$ cat config.mk
export PLATFORM = sky130hd
export DESIGN_NAME = clb_cell
export DESIGN_NICKNAME = d
export VERILOG_FILES = /design/src/rtl/clb_pkg.sv /design/src/rtl/clb_lut.sv /design/src/rtl/clb_merge.sv /design/src/rtl/clb_outreg.sv /design/src/rtl/clb_cell.sv
export SDC_FILE = /design/constraint.sdc
export NUM_CORES = 1
export LEC_CHECK = 0
export CORE_MARGIN = 2
export CORE_UTILIZATION = 48
export CTS_BUF_LIST = sky130_fd_sc_hd__clkbuf_8
export CTS_CLUSTER_SIZE = 10
export DETAILED_ROUTE_END_ITERATION = 10
export PLACE_DENSITY = 0.74
export RECOVER_POWER = 100
export SYNTH_ARGS = -nofsm -noshare
export SYNTH_HDL_FRONTEND = slang
export SYNTH_HIERARCHICAL = 1
export SYNTH_SLANG_ARGS = --single-unit
export TNS_END_PERCENT = 100
$ cat constraint.sdc
create_clock -name clk -period 4.99 [get_ports clk]
set_clock_uncertainty 0.15 [all_clocks]
set_input_delay 1.497 -clock clk [delete_from_list [all_inputs] [get_ports clk]]
set_output_delay 1.497 -clock clk [all_outputs]
set_load 0.01 [all_outputs]
$ cat src/rtl/clb_pkg.sv
package clb_pkg;

    typedef enum logic [1:0] {
        TGT_LUT_F = 2'd0,
        TGT_LUT_G = 2'd1,
        TGT_MODE  = 2'd2,
        TGT_NONE  = 2'd3
    } cfg_tgt_e;

    // bit 0 merge, bit 1 register out_f, bit 2 register out_g
    typedef struct packed {
        logic reg_g;
        logic reg_f;
        logic merge;
    } mode_t;

    localparam int MODE_W = $bits(mode_t);

endpackage

$ cat src/rtl/clb_lut.sv
module clb_lut #(
    parameter int K = 4
) (
    input  logic                clk,
    input  logic                rst,
    input  logic                wr_en,
    input  logic [(1<<K)-1:0]   wr_data,
    input  logic [K-1:0]        sel,
    output logic                dout
);
    localparam int TBL = 1 << K;

    typedef struct packed {
        logic [TBL-1:0] bits;
    } lut_state_t;

    lut_state_t st_d, st_q;

    always_comb begin
        st_d = st_q;
        if (rst) begin
            st_d.bits = '0;
        end else if (wr_en) begin
            st_d.bits = wr_data;
        end
    end

    always_ff @(posedge clk) begin
        st_q <= st_d;
    end

    assign dout = st_q.bits[sel];

endmodule

$ cat src/rtl/clb_merge.sv
module clb_merge #(
    parameter int K = 4
) (
    input  logic         merge,
    input  logic         in_5,
    input  logic [K-1:0] in_f,
    input  logic [K-1:0] in_g,
    input  logic         lut_f,
    input  logic         lut_g,
    output logic [K-1:0] sel_f,
    output logic [K-1:0] sel_g,
    output logic         comb_f,
    output logic         comb_g
);
    always_comb begin
        sel_f  = in_f;
        sel_g  = merge ? in_f : in_g;
        comb_f = (merge && in_5) ? lut_g : lut_f;
        comb_g = lut_g;
    end

endmodule

$ cat src/rtl/clb_outreg.sv
module clb_outreg (
    input  logic clk,
    input  logic rst,
    input  logic ce,
    input  logic use_reg,
    input  logic d,
    output logic q,
    output logic y
);
    typedef struct packed {
        logic val;
    } oreg_t;

    oreg_t st_d, st_q;

    always_comb begin
        st_d = st_q;
        if (rst) begin
            st_d.val = 1'b0;
        end else if (ce) begin
            st_d.val = d;
        end
    end

    always_ff @(posedge clk) begin
        st_q <= st_d;
    end

    assign q = st_q.val;
    assign y = use_reg ? st_q.val : d;

endmodule

$ cat src/rtl/clb_cell.sv
module clb_cell
    import clb_pkg::*;
#(
    parameter int K = 4
) (
    input  logic                clk,
    input  logic                rst,
    input  logic                clk_en,
    input  logic                cfg_we,
    input  logic [1:0]          cfg_tgt,
    input  logic [(1<<K)-1:0]   cfg_data,
    input  logic [K-1:0]        in_f,
    input  logic [K-1:0]        in_g,
    input  logic                in_5,
    output logic                out_f,
    output logic                out_g
);
    localparam int TBL = 1 << K;
    localparam int NLUT = 2;

    mode_t          mode_d, mode_q;
    logic [K-1:0]   lut_sel [NLUT];
    logic           lut_val [NLUT];
    logic           lut_wr  [NLUT];
    logic           comb    [NLUT];
    logic           oq      [NLUT];
    logic           oy      [NLUT];
    logic           oreg_on [NLUT];
    cfg_tgt_e       tgt;

    assign tgt = cfg_tgt_e'(cfg_tgt);

    always_comb begin
        mode_d = mode_q;
        if (rst) begin
            mode_d = '0;
        end else if (cfg_we && tgt == TGT_MODE) begin
            mode_d = mode_t'(cfg_data[MODE_W-1:0]);
        end
    end

    always_ff @(posedge clk) begin
        mode_q <= mode_d;
    end

    assign lut_wr[0]  = cfg_we && (tgt == TGT_LUT_F);
    assign lut_wr[1]  = cfg_we && (tgt == TGT_LUT_G);
    assign oreg_on[0] = mode_q.reg_f;
    assign oreg_on[1] = mode_q.reg_g;

    for (genvar i = 0; i < NLUT; i++) begin : g_half
        clb_lut #(.K(K)) i_lut (
            .clk     (clk),
            .rst     (rst),
            .wr_en   (lut_wr[i]),
            .wr_data (cfg_data),
            .sel     (lut_sel[i]),
            .dout    (lut_val[i])
        );

        clb_outreg i_oreg (
            .clk     (clk),
            .rst     (rst),
            .ce      (clk_en),
            .use_reg (oreg_on[i]),
            .d       (comb[i]),
            .q       (oq[i]),
            .y       (oy[i])
        );
    end

    clb_merge #(.K(K)) i_merge (
        .merge  (mode_q.merge),
        .in_5   (in_5),
        .in_f   (in_f),
        .in_g   (in_g),
        .lut_f  (lut_val[0]),
        .lut_g  (lut_val[1]),
        .sel_f  (lut_sel[0]),
        .sel_g  (lut_sel[1]),
        .comb_f (comb[0]),
        .comb_g (comb[1])
    );

    assign out_f = oy[0];
    assign out_g = oy[1];

    // flat views for the bound checker
    logic merge_on, reg_f_on, reg_g_on, lut_f_v, lut_g_v, comb_f_v, q_f_v, q_g_v;
    assign merge_on = mode_q.merge;
    assign reg_f_on = mode_q.reg_f;
    assign reg_g_on = mode_q.reg_g;
    assign lut_f_v  = lut_val[0];
    assign lut_g_v  = lut_val[1];
    assign comb_f_v = comb[0];
    assign q_f_v    = oq[0];
    assign q_g_v    = oq[1];

endmodule

# [After elaboration in Yosys (flattened, before gate mapping)]
# Index checks and enable logic that the tools add are counted.
[classes] n_mux=8 multipliers=0 n_lt_le_gt_ge=2 addsub=0 n_shift=0 reduce_logical=5 n_div=0 n_eq_ne=2 bitwise=0
[ops] op="4-bit by 5-bit less-than comparator with 1-bit output (second input constant)" n=2
[ops] op="1-bit binary-select mux with 4-bit select" n=2
[ops] op="1-bit two-way mux" n=5
[ops] op="1-bit logical AND" n=4
[ops] op="4-bit two-way mux" n=1
[ops] op="2-bit by 1-bit == test with 1-bit output (second input constant)" n=1
[ops] op="2-bit == test (second input constant)" n=1
[ops] op="2-bit logical NOT" n=1
[word_totals] latch_bits=0 output_inout_bits=2 mem_count=0 word_cells=24 register_bits=37 input_bits=31 romBits=0 mem_bits_rw=0

# [Depth between registers and ports, before layout]
# Gate-level depths: netlist of run 1.
[depth] depth_word=5 mapped_depth=7 depth_no_buf=7

# [By module]
# The synthesis of run 1 kept the hierarchy.
[modules_own_cells] mod="clb_lut" instances=2 cells_each=59 area_per_inst_um2=693.2 seq_area_each_um2=320.3
[modules_own_cells] mod="clb_cell" instances=1 cells_each=16 area_per_inst_um2=165.2 seq_area_each_um2=60.1
[modules_own_cells] mod="clb_merge" instances=1 cells_each=11 area_per_inst_um2=103.8 seq_area_each_um2=0.0
[modules_own_cells] mod="clb_outreg" instances=2 cells_each=4 area_per_inst_um2=48.8 seq_area_each_um2=20.0

# [Worst setup path after synthesis of run 1]
# No wires, ideal clock.
[synth_timing] kind="input to output" start="input port in_f[0]" end="output port out_f" path_stages=6 path_buffers=0 slack_ps=329 required_ps=3343 t_arrival_ps=3014 path_cell_list="mux2_2 mux4_1 mux2i_1 mux2i_1 mux2_4 mux2_4"
[synth_lines] item="from (decl)" line_no="clb_cell.sv:12" text="input logic [K-1:0] in_f,"
[synth_lines] item="to (decl)" line_no="clb_cell.sv:15" text="output logic out_f,"

==> impl_metrics.env, run 1 <==
export IMPL_antenna_found_initial=0
export IMPL_yosys_mux_area_fraction_pct=41.7
export IMPL_cts_root_buf="clkbuf_8"
export IMPL_worst_pin_slew_ns=1.22
export IMPL_cpMaxStageDelayCell="mux4_2"
export IMPL_areaGrowthSynthToFinish_pct=24.5
export IMPL_grtUsageTotal_pct=20.5
export IMPL_critPathArrivalTime_ns=3.30
export IMPL_critPathKind="input pin to primary output"
export IMPL_dr_pass1_iters=4
export IMPL_core_um2=3420
export IMPL_synth_cell_types=16
export IMPL_ant_nets=0
export IMPL_path_buf_inv=2
export IMPL_synth_xor_area_share_pct=0
export IMPL_numCtsBuffers=5
export IMPL_synthSimpleGateAreaFrac_pct=11.3
export IMPL_drc=0
export IMPL_clock_fmax_mhz=202
export IMPL_period_share_pct=99.2
export IMPL_place_congestion=0.765
export IMPL_final_nets=217
export IMPL_setup_viol=0
export IMPL_p_leak_nw=0.855
export IMPL_p_per_area_nw_per_um2=278
export IMPL_grt_max_degree=27
export IMPL_min_period_ns=4.95
export IMPL_synth_top_family_by_area="multiplexers"
export IMPL_std_cell_rows=21
export IMPL_crit_fanout=4
export IMPL_worstSkewPairLatency_ns=0.29
export IMPL_wire_per_inst_um=16.3
export IMPL_synth_compound_area_share_pct=0
export IMPL_layout_common_cells="mux2i_1, dfxtp_1, nor2_1, clkdlybuf4s50_1, buf_4"
export IMPL_synth_fa_ha_area_share_pct=0
export IMPL_crit_chain="buf_6 > mux2_4 > mux4_2 > mux2i_1 > mux2i_1 > mux2_4 > mux2_4 > buf_6"
export IMPL_crit_path_start_kind="input pin"
export IMPL_end_kind="primary output"
export IMPL_die_w_um=64.4
export IMPL_pre_cts_ws_ns=-0.737
export IMPL_finalHoldViolations=0
export IMPL_clockBufferDepth=2
export IMPL_hp_class="flop to flop"
export IMPL_dieArea_um2=4150
export IMPL_io_pins=33
export IMPL_critPathRequiredTime_ns=3.34
export IMPL_status="finished clean"
export IMPL_ir_worst_vdd_uv=193
export IMPL_syn_cell_area_um2=1750
export IMPL_fp_dieH_um=64.4
export IMPL_drive_gt1_share_pct=16.1
export IMPL_rsz0062_at_grt="true"
export IMPL_port_buffers=32
export IMPL_start_util_pct=51.3
export IMPL_setup_ws_ns=0.0394
export IMPL_p_total_w=0.000606
export IMPL_h_tree_depth=2
export IMPL_ys_seq_elements=37
export IMPL_cts_tree="built"
export IMPL_worst_slew_margin_rel_pct=18.3
export IMPL_grt_pass1_vias=1317
export IMPL_cts_sinks=37
export IMPL_dp_hpwl_um=2760
export IMPL_via_per_inst=5.20
export IMPL_cpLargestDelayFamily="multiplexers"
export IMPL_final_common_cell="mux2i_1"
export IMPL_syn_nets=184
export IMPL_ys_seq_area_share_pct=42.3
export IMPL_avgSynthCellArea_um2=11.5
export IMPL_clk_pin_slew_ns=0.07
export IMPL_dr_first_iter_drc_count=36
export IMPL_yosysWarnings=6
export IMPL_drv_slew=0
export IMPL_slowest_delay_ns=0.44
export IMPL_routed_wl_um=3780
export IMPL_n_antenna_cell=0
export IMPL_grt_first_pass_wirelength_um=6290
export IMPL_drv_cap=0
export IMPL_grt_ovfl_total=0
export IMPL_cp_common_cell="mux2_4"
export IMPL_post_route_util_pct=63.9
export IMPL_vias=1207
export IMPL_syn_inst=153
-- sequential cells by signal, indices dropped and copies added, names as in the netlist --
signal	cells
reg_f_on	1
reg_g_on	1
merge_on	1
g_half.i_oreg/q	2
g_half.i_lut/st_q	32
-- per-layer routing --
| layer | part of all wire [%] | global-route usage, % | up-vias |
|---|---|---|---|
| met1 | 44 | 23.5 | 578 |
| met4 | 0.56 | 6.38 | 0 |
| met2 | 52 | 36.6 | 31 |
| met3 | 4.1 | 6.42 | 3 |
| met5 | 0 | 0 | - |
| li1 | - | - | 595 |
-- cell usage after synthesis, drive strengths merged --
cell | n | area share, %
and3b | 2 | 1.1
nand2 | 1 | 0.36
mux2 | 7 | 5.1
nor2 | 34 | 7.3
clkbuf | 2 | 0.43
nand2b | 6 | 2.1
nor3b | 1 | 0.43
mux4 | 8 | 12
buf | 12 | 4.4
dfxtp | 37 | 42
mux2i | 43 | 25
-- layout make-up --
type,instances,area [um^2]
tap,46,57.6
clock buffer,6,82.6
clock inverter,1,7.51
multi-input combinational,102,920
timing repair buffer,40,374
sequential,37,741
fill,286,1230
-- per-stage QoR --
stage	setup TNS [ns]	std cells	hold slack [ns]	cell area [um^2]
global route	-0.0100	232	0.379	2180
global placement	-1.16	224	0.317	2100
finish	0	232	0.340	2180
CTS	0	232	0.344	2180
detailed placement	-1.33	224	0.327	2100
floorplan	0	153	0.301	1750
-- cell families (layout without fill, tap and decap cells) --
| group | count (synthesis) | in the layout |
|---|---|---|
| buffers and inverters | 14 | 47 |
| muxes | 58 | 58 |
| DFF | 37 | 37 |
| and+or+nand+nor | 44 | 44 |
-- worst min-delay path: stages, from the launching register on --
cell	delay, ns
dfxtp_1	0.32
mux2i_1	0.06
nor2_1	0.07
-- what timing repair did --
action                     in CTS  in global routing
resized for setup              24                  3
setup buffers                   1                  0
hold buffers                    0                  0
cloned                          0                  0
setup endpoints to repair       2                  2
-- final timing paths --
path / startpoint / to / slack [ns] / cells after the start
hold reg to reg: g_half[0].i_lut/st_q[7] / g_half[0].i_lut/st_q[7] / 0.34 / 2
setup reg to reg: merge_on / g_half[0].i_oreg/q / 2.60 / 7
setup / recovery: in_g[0] / out_f / 0.04 / 8
hold / removal: g_half[0].i_lut/st_q[7] / g_half[0].i_lut/st_q[7] / 0.34 / 2
-- report_power, final --
group / internal [W] / total [W] / leakage (nW) / switching (W)
combinational: 0.0000514 / 0.0000841 / 0.511 / 0.0000327
sequential: 0.000305 / 0.000312 / 0.301 / 0.00000675
clock: 0.000109 / 0.000210 / 0.0433 / 0.000101
Power figures use the tool's default switching activity.
==> inputs of run 2 (changes only) <==
Settings changed: CAP_MARGIN from default to 30, CORE_UTILIZATION 48 to 53, PLACE_DENSITY 0.74 to 0.81.
==> run 2 against run 1 <==
The flow now finishes with violations (max-capacitance violations, max-slew violations). Final area up 1.1%. Non-clock buffer count unchanged. Die area down 8.9%. First-iteration DRC count up 22%. Global-route usage up 2.4 points. Wire length up 1.2%. Via count up 3.0%. Core utilization up 7.2 points. Setup slack better by 0.024 ns. Sequential power about the same. Worst hold slack better by 0.0025 ns. Critical endpoint unchanged. Largest cell class unchanged. Largest power group unchanged. Highest routed layer unchanged.
==> impl_metrics.env, run 2 (synthesized netlist as in run 1, its figures left out) <==
export IMPL_status="complete, but fails checks"
export IMPL_violations="max-capacitance violations, max-slew violations"
export IMPL_worstSkewPairLatency_ns=0.30
export IMPL_cts_sinks=37
export IMPL_start_util_pct=56.5
export IMPL_place_congestion=0.802
export IMPL_ir_worst_vdd_uv=241
export IMPL_dp_cells=222
export IMPL_clockBufferDepth=2
export IMPL_seq_area_um2=741
export IMPL_pre_cts_ws_ns=-0.730
export IMPL_dieArea_um2=3780
export IMPL_drv_cap=1
export IMPL_finalNonFillerCells=231
export IMPL_grt_pass1_vias=1272
export IMPL_dpl_instance_area_um2=2100
export IMPL_h_tree_depth=2
export IMPL_critPathKind="input pin to primary output"
export IMPL_io_pins=33
export IMPL_worst_pin_slew_ns=1.64
export IMPL_routed_wl_um=3820
export IMPL_cp_common_cell="mux2_4"
export IMPL_critPathArrivalTime_ns=3.28
export IMPL_crit_chain="dlygate4sd2_1 > mux2_4 > mux4_2 > mux2i_1 > mux2i_1 > mux2_4 > mux2_4 > buf_6"
export IMPL_dr_first_iter_drc_count=44
export IMPL_setup_viol=0
export IMPL_fillers=264
export IMPL_grt_ovfl_total=0
export IMPL_core_um2=3100
export IMPL_p_leak_nw=0.867
export IMPL_tns_ns=0
export IMPL_rsz0062_at_grt="false"
export IMPL_drv_slew=41
export IMPL_dr_pass1_iters=4
export IMPL_path_buf_inv=2
export IMPL_numCtsBuffers=5
export IMPL_layout_common_cells="mux2i_1, dfxtp_1, nor2_1, clkdlybuf4s50_1"
export IMPL_clk_pin_slew_ns=0.07
export IMPL_final_nets=217
export IMPL_setup_ws_ns=0.0637
export IMPL_die_w_um=61.5
export IMPL_min_period_ns=4.93
export IMPL_vias=1243
export IMPL_areaGrowthSynthToFinish_pct=25.9
export IMPL_cts_hold_fix_buffers=0
export IMPL_final_common_cell="mux2i_1"
export IMPL_clock_fmax_mhz=203
export IMPL_cts_root_buf="clkbuf_8"
export IMPL_grt_first_pass_wirelength_um=5970
export IMPL_port_buffers=32
export IMPL_grtUsageTotal_pct=22.9
export IMPL_n_antenna_cell=0
export IMPL_hp_class="flop to flop"
export IMPL_finalHoldViolations=0
export IMPL_cpLargestDelayFamily="multiplexers"
export IMPL_crit_path_start_kind="input pin"
export IMPL_dp_hpwl_um=2700
export IMPL_drc=0
export IMPL_critPathRequiredTime_ns=3.34
export IMPL_multi_input_area_um2=926
export IMPL_p_per_area_nw_per_um2=298
export IMPL_std_cell_rows=20
export IMPL_final_area_um2=2210
export IMPL_via_per_inst=5.38
export IMPL_grt_max_degree=41
export IMPL_fp_dieH_um=61.5
export IMPL_cts_tree="built"
export IMPL_wire_per_inst_um=16.5
export IMPL_end_kind="primary output"
export IMPL_regMostFlops="g_half.i_lut/st_q"
export IMPL_drive_gt1_share_pct=17.6
export IMPL_ant_nets=0
export IMPL_regToRegSetupSlack_ns=2.57
export IMPL_worst_slew_margin_rel_pct=-9.24
export IMPL_antenna_found_initial=0
export IMPL_crit_fanout=4
export IMPL_cpMaxStageDelayCell="mux2_4"
export IMPL_period_share_pct=98.7
export IMPL_slowest_delay_ns=0.29
export IMPL_largest_register_ffs=32
run 2: final cells by class:
| type | count | area share [%] |
|---|---|---|
| Multi-Input combinational cell | 102 | 42.0 |
| Timing Repair Buffer | 40 | 16.8 |
| Sequential cell | 37 | 33.6 |
| Tap cell | 44 | 2.49 |
| Clock inverter | 3 | 2.10 |
| Clock buffer | 5 | 3.12 |
run 2: metal layers:
metal	part of all wire, %	routed length [um]	vias up	GRT usage, %
li1	-	-	597	-
met1	41	1560	597	25.5
met2	50	1910	42	40.0
met3	7.5	286	7	8.61
met4	1.8	70	0	7.90
met5	0	0	-	0
run 2: final timing paths:
path                                from                  to  depth (start not counted)
worst min-delay path            reg_g_on            reg_g_on                          2
worst min register to register  reg_g_on            reg_g_on                          2
worst max register to register  merge_on  g_half[0].i_oreg/q                          7
worst max-delay path             in_f[1]               out_f                          8
run 2: stage by stage:
| stage | hold WS (ns) | power [W] | util, % |
|---|---|---|---|
| after detailed placement | 0.332 | 0.000401 | 67.7 |
| after CTS | 0.349 | 0.000663 | 71.2 |
| after global routing | 0.366 | 0.000681 | 71.1 |
| final | 0.342 | 0.000657 | 71.1 |
| after floorplan | 0.301 | 0.000362 | - |
| after global placement | 0.320 | 0.000397 | 67.7 |
run 2: repair_timing:
action / CTS / global route
gates resized for setup: 24 / 2
setup endpoints to repair: 2 / 2
endpoints found under the hold margin: 0 / 0
buffers inserted: 1 / 0
run 2: worst min-delay path: cells and delay by family, from the launching register on:
family / cells / cell delay [ns]
flip-flops: 1 / 0.33
multiplexers: 1 / 0.05
AND/OR/NAND/NOR: 1 / 0.07
run 2: power breakdown:
group	switching [W]	leakage, nW	total [W]	internal [W]
Sequential	0.00000689	0.301	0.000312	0.000305
Combinational	0.0000331	0.512	0.0000841	0.0000510
Clock	0.000111	0.0543	0.000260	0.000149
==> inputs of run 3 (changes only) <==
Settings changed: CELL_PAD_IN_SITES_DETAIL_PLACEMENT from default to 1, CELL_PAD_IN_SITES_GLOBAL_PLACEMENT from default to 1, CORE_UTILIZATION 53 to 42, PLACE_DENSITY 0.81 to default, PLACE_DENSITY_LB_ADDON from default to 0.1.
==> run 3 against run 2 <==
The run now ends clean. Wire length is 3.6% higher. Worst hold slack better by 0.0030 ns. Setup slack gained 0.013 ns. Non-clock buffer count stayed put. Sequential cell count unchanged. Global-route usage is 4.0 points lower. Final cell count grew 2.6%. Core utilization decreased by 16 points. Sequential share of layout area about the same. Sequential power about the same. Critical path depth unchanged. Clock-buffer cell count rose by 1. Critical path type unchanged.
==> impl_metrics.env, run 3 (synthesized netlist as in run 1, its figures left out) <==
export IMPL_status="finished clean"
export IMPL_cts_root_buf="clkbuf_8"
export IMPL_areaGrowthSynthToFinish_pct=26.1
export IMPL_drv_cap=0
export IMPL_port_buffers=32
export IMPL_cts_tree="built"
export IMPL_h_tree_depth=2
export IMPL_antenna_found_initial=0
export IMPL_worst_pin_slew_ns=1.14
export IMPL_dr_pass1_iters=4
export IMPL_via_per_inst=5.09
export IMPL_hp_class="flop to flop"
export IMPL_grt_max_degree=26
export IMPL_start_util_pct=43.8
export IMPL_multi_input_area_um2=912
export IMPL_cts_sinks=37
export IMPL_die_w_um=68.6
export IMPL_dp_cells=228
export IMPL_cts_hold_fix_buffers=0
export IMPL_numCtsBuffers=5
export IMPL_std_cell_rows=23
export IMPL_fp_dieH_um=68.6
export IMPL_clk_pin_slew_ns=0.07
export IMPL_routed_wl_um=3960
export IMPL_io_pins=33
export IMPL_setup_viol=0
export IMPL_vias=1207
export IMPL_fillers=445
export IMPL_rsz0062_at_grt="false"
export IMPL_critPathRequiredTime_ns=3.34
export IMPL_finalNonFillerCells=237
export IMPL_cp_common_cell="mux2_4"
export IMPL_ant_nets=0
export IMPL_drive_gt1_share_pct=17.1
export IMPL_core_um2=4000
export IMPL_cpMaxStageDelayCell="mux2_4"
export IMPL_critPathArrivalTime_ns=3.27
export IMPL_post_route_util_pct=55.2
export IMPL_worstSkewPairLatency_ns=0.29
export IMPL_drv_slew=0
export IMPL_final_common_cell="mux2i_1"
export IMPL_layout_common_cells="mux2i_1, dfxtp_1, nor2_1, clkdlybuf4s50_1"
export IMPL_hold_ws_ns=0.345
export IMPL_regMostFlops="g_half.i_lut/st_q"
export IMPL_crit_fanout=4
export IMPL_period_share_pct=98.5
export IMPL_dp_hpwl_um=3030
export IMPL_clockBufferDepth=2
export IMPL_clock_fmax_mhz=204
export IMPL_crit_path_start_kind="input pin"
export IMPL_p_total_w=0.000659
export IMPL_cpLargestDelayFamily="multiplexers"
export IMPL_end_kind="primary output"
export IMPL_seq_area_um2=741
export IMPL_drc=0
export IMPL_path_buf_inv=2
export IMPL_grt_pass1_vias=1224
export IMPL_dieArea_um2=4710
export IMPL_finalHoldViolations=0
export IMPL_worst_slew_margin_rel_pct=24.0
export IMPL_wire_per_inst_um=16.7
export IMPL_critPathKind="input pin to primary output"
export IMPL_largest_register_ffs=32
export IMPL_crit_chain="dlygate4sd2_1 > mux2_4 > mux4_2 > mux2i_1 > mux2i_1 > mux2_4 > mux2_4 > buf_6"
export IMPL_grt_ovfl_total=0
export IMPL_p_per_area_nw_per_um2=298
export IMPL_dr_first_iter_drc_count=27
export IMPL_n_antenna_cell=0
export IMPL_min_period_ns=4.91
export IMPL_pre_cts_ws_ns=-0.737
export IMPL_p_leak_nw=0.861
export IMPL_final_nets=217
export IMPL_grt_first_pass_wirelength_um=6200
export IMPL_slowest_delay_ns=0.30
export IMPL_ir_worst_vdd_uv=216
export IMPL_setup_ws_ns=0.0764
export IMPL_grtUsageTotal_pct=19.0
export IMPL_place_congestion=0.762
## run 3: worst min-delay path: cells and delay by family (launching register included)
kind          cells  cell delay, ns
flops             1            0.32
mux               1            0.07
simple gates      1            0.07
## run 3: path summary, 6_finish.rpt
| check | startpoint | endpoint | slack [ns] | depth (start not counted) |
|---|---|---|---|---|
| max | in_g[1] | out_f | 0.08 | 8 |
| min | g_half[0].i_lut/st_q[13] | g_half[0].i_lut/st_q[13] | 0.35 | 2 |
| max reg2reg | merge_on | g_half[0].i_oreg/q | 2.64 | 7 |
| min reg2reg | g_half[0].i_lut/st_q[13] | g_half[0].i_lut/st_q[13] | 0.35 | 2 |
## run 3: stage by stage
| step | cell area [um^2] | TNS (ns) |
|---|---|---|
| 3_3_place_gp | 2110 | -1.19 |
| 3_5_place_dp | 2110 | -1.34 |
| 4_1_cts | 2210 | 0 |
| 6_report | 2210 | 0 |
| 2_1_floorplan | 1750 | 0 |
| 5_1_grt | 2210 | 0 |
## run 3: timing repair
action,in CTS,in global routing
buffers inserted,1,0
endpoints found under the setup margin,2,2
gates resized for setup,27,3
## run 3: area by class of cell
type	instances	area share (%)
multi-input cells	102	41.3
clock buffers	6	3.74
well taps	50	2.83
repair buffers	40	17.1
clock inverters	2	1.53
flip-flops and latches	37	33.5
## run 3: per-layer routing
layer  track usage, %  wire length [um]
met1             23.6              1740
met2             30.8              1950
met3             6.01               212
met4             6.75                58
met5                0                 0
## run 3: power by group
part | total, W | leakage (nW) | switching [W] | internal [W]
Clock | 0.000262 | 0.0626 | 0.000101 | 0.000161
Sequential | 0.000312 | 0.301 | 0.00000657 | 0.000305
Combinational | 0.0000851 | 0.497 | 0.0000333 | 0.0000517
Total | 0.000659 | 0.861 | 0.000141 | 0.000518
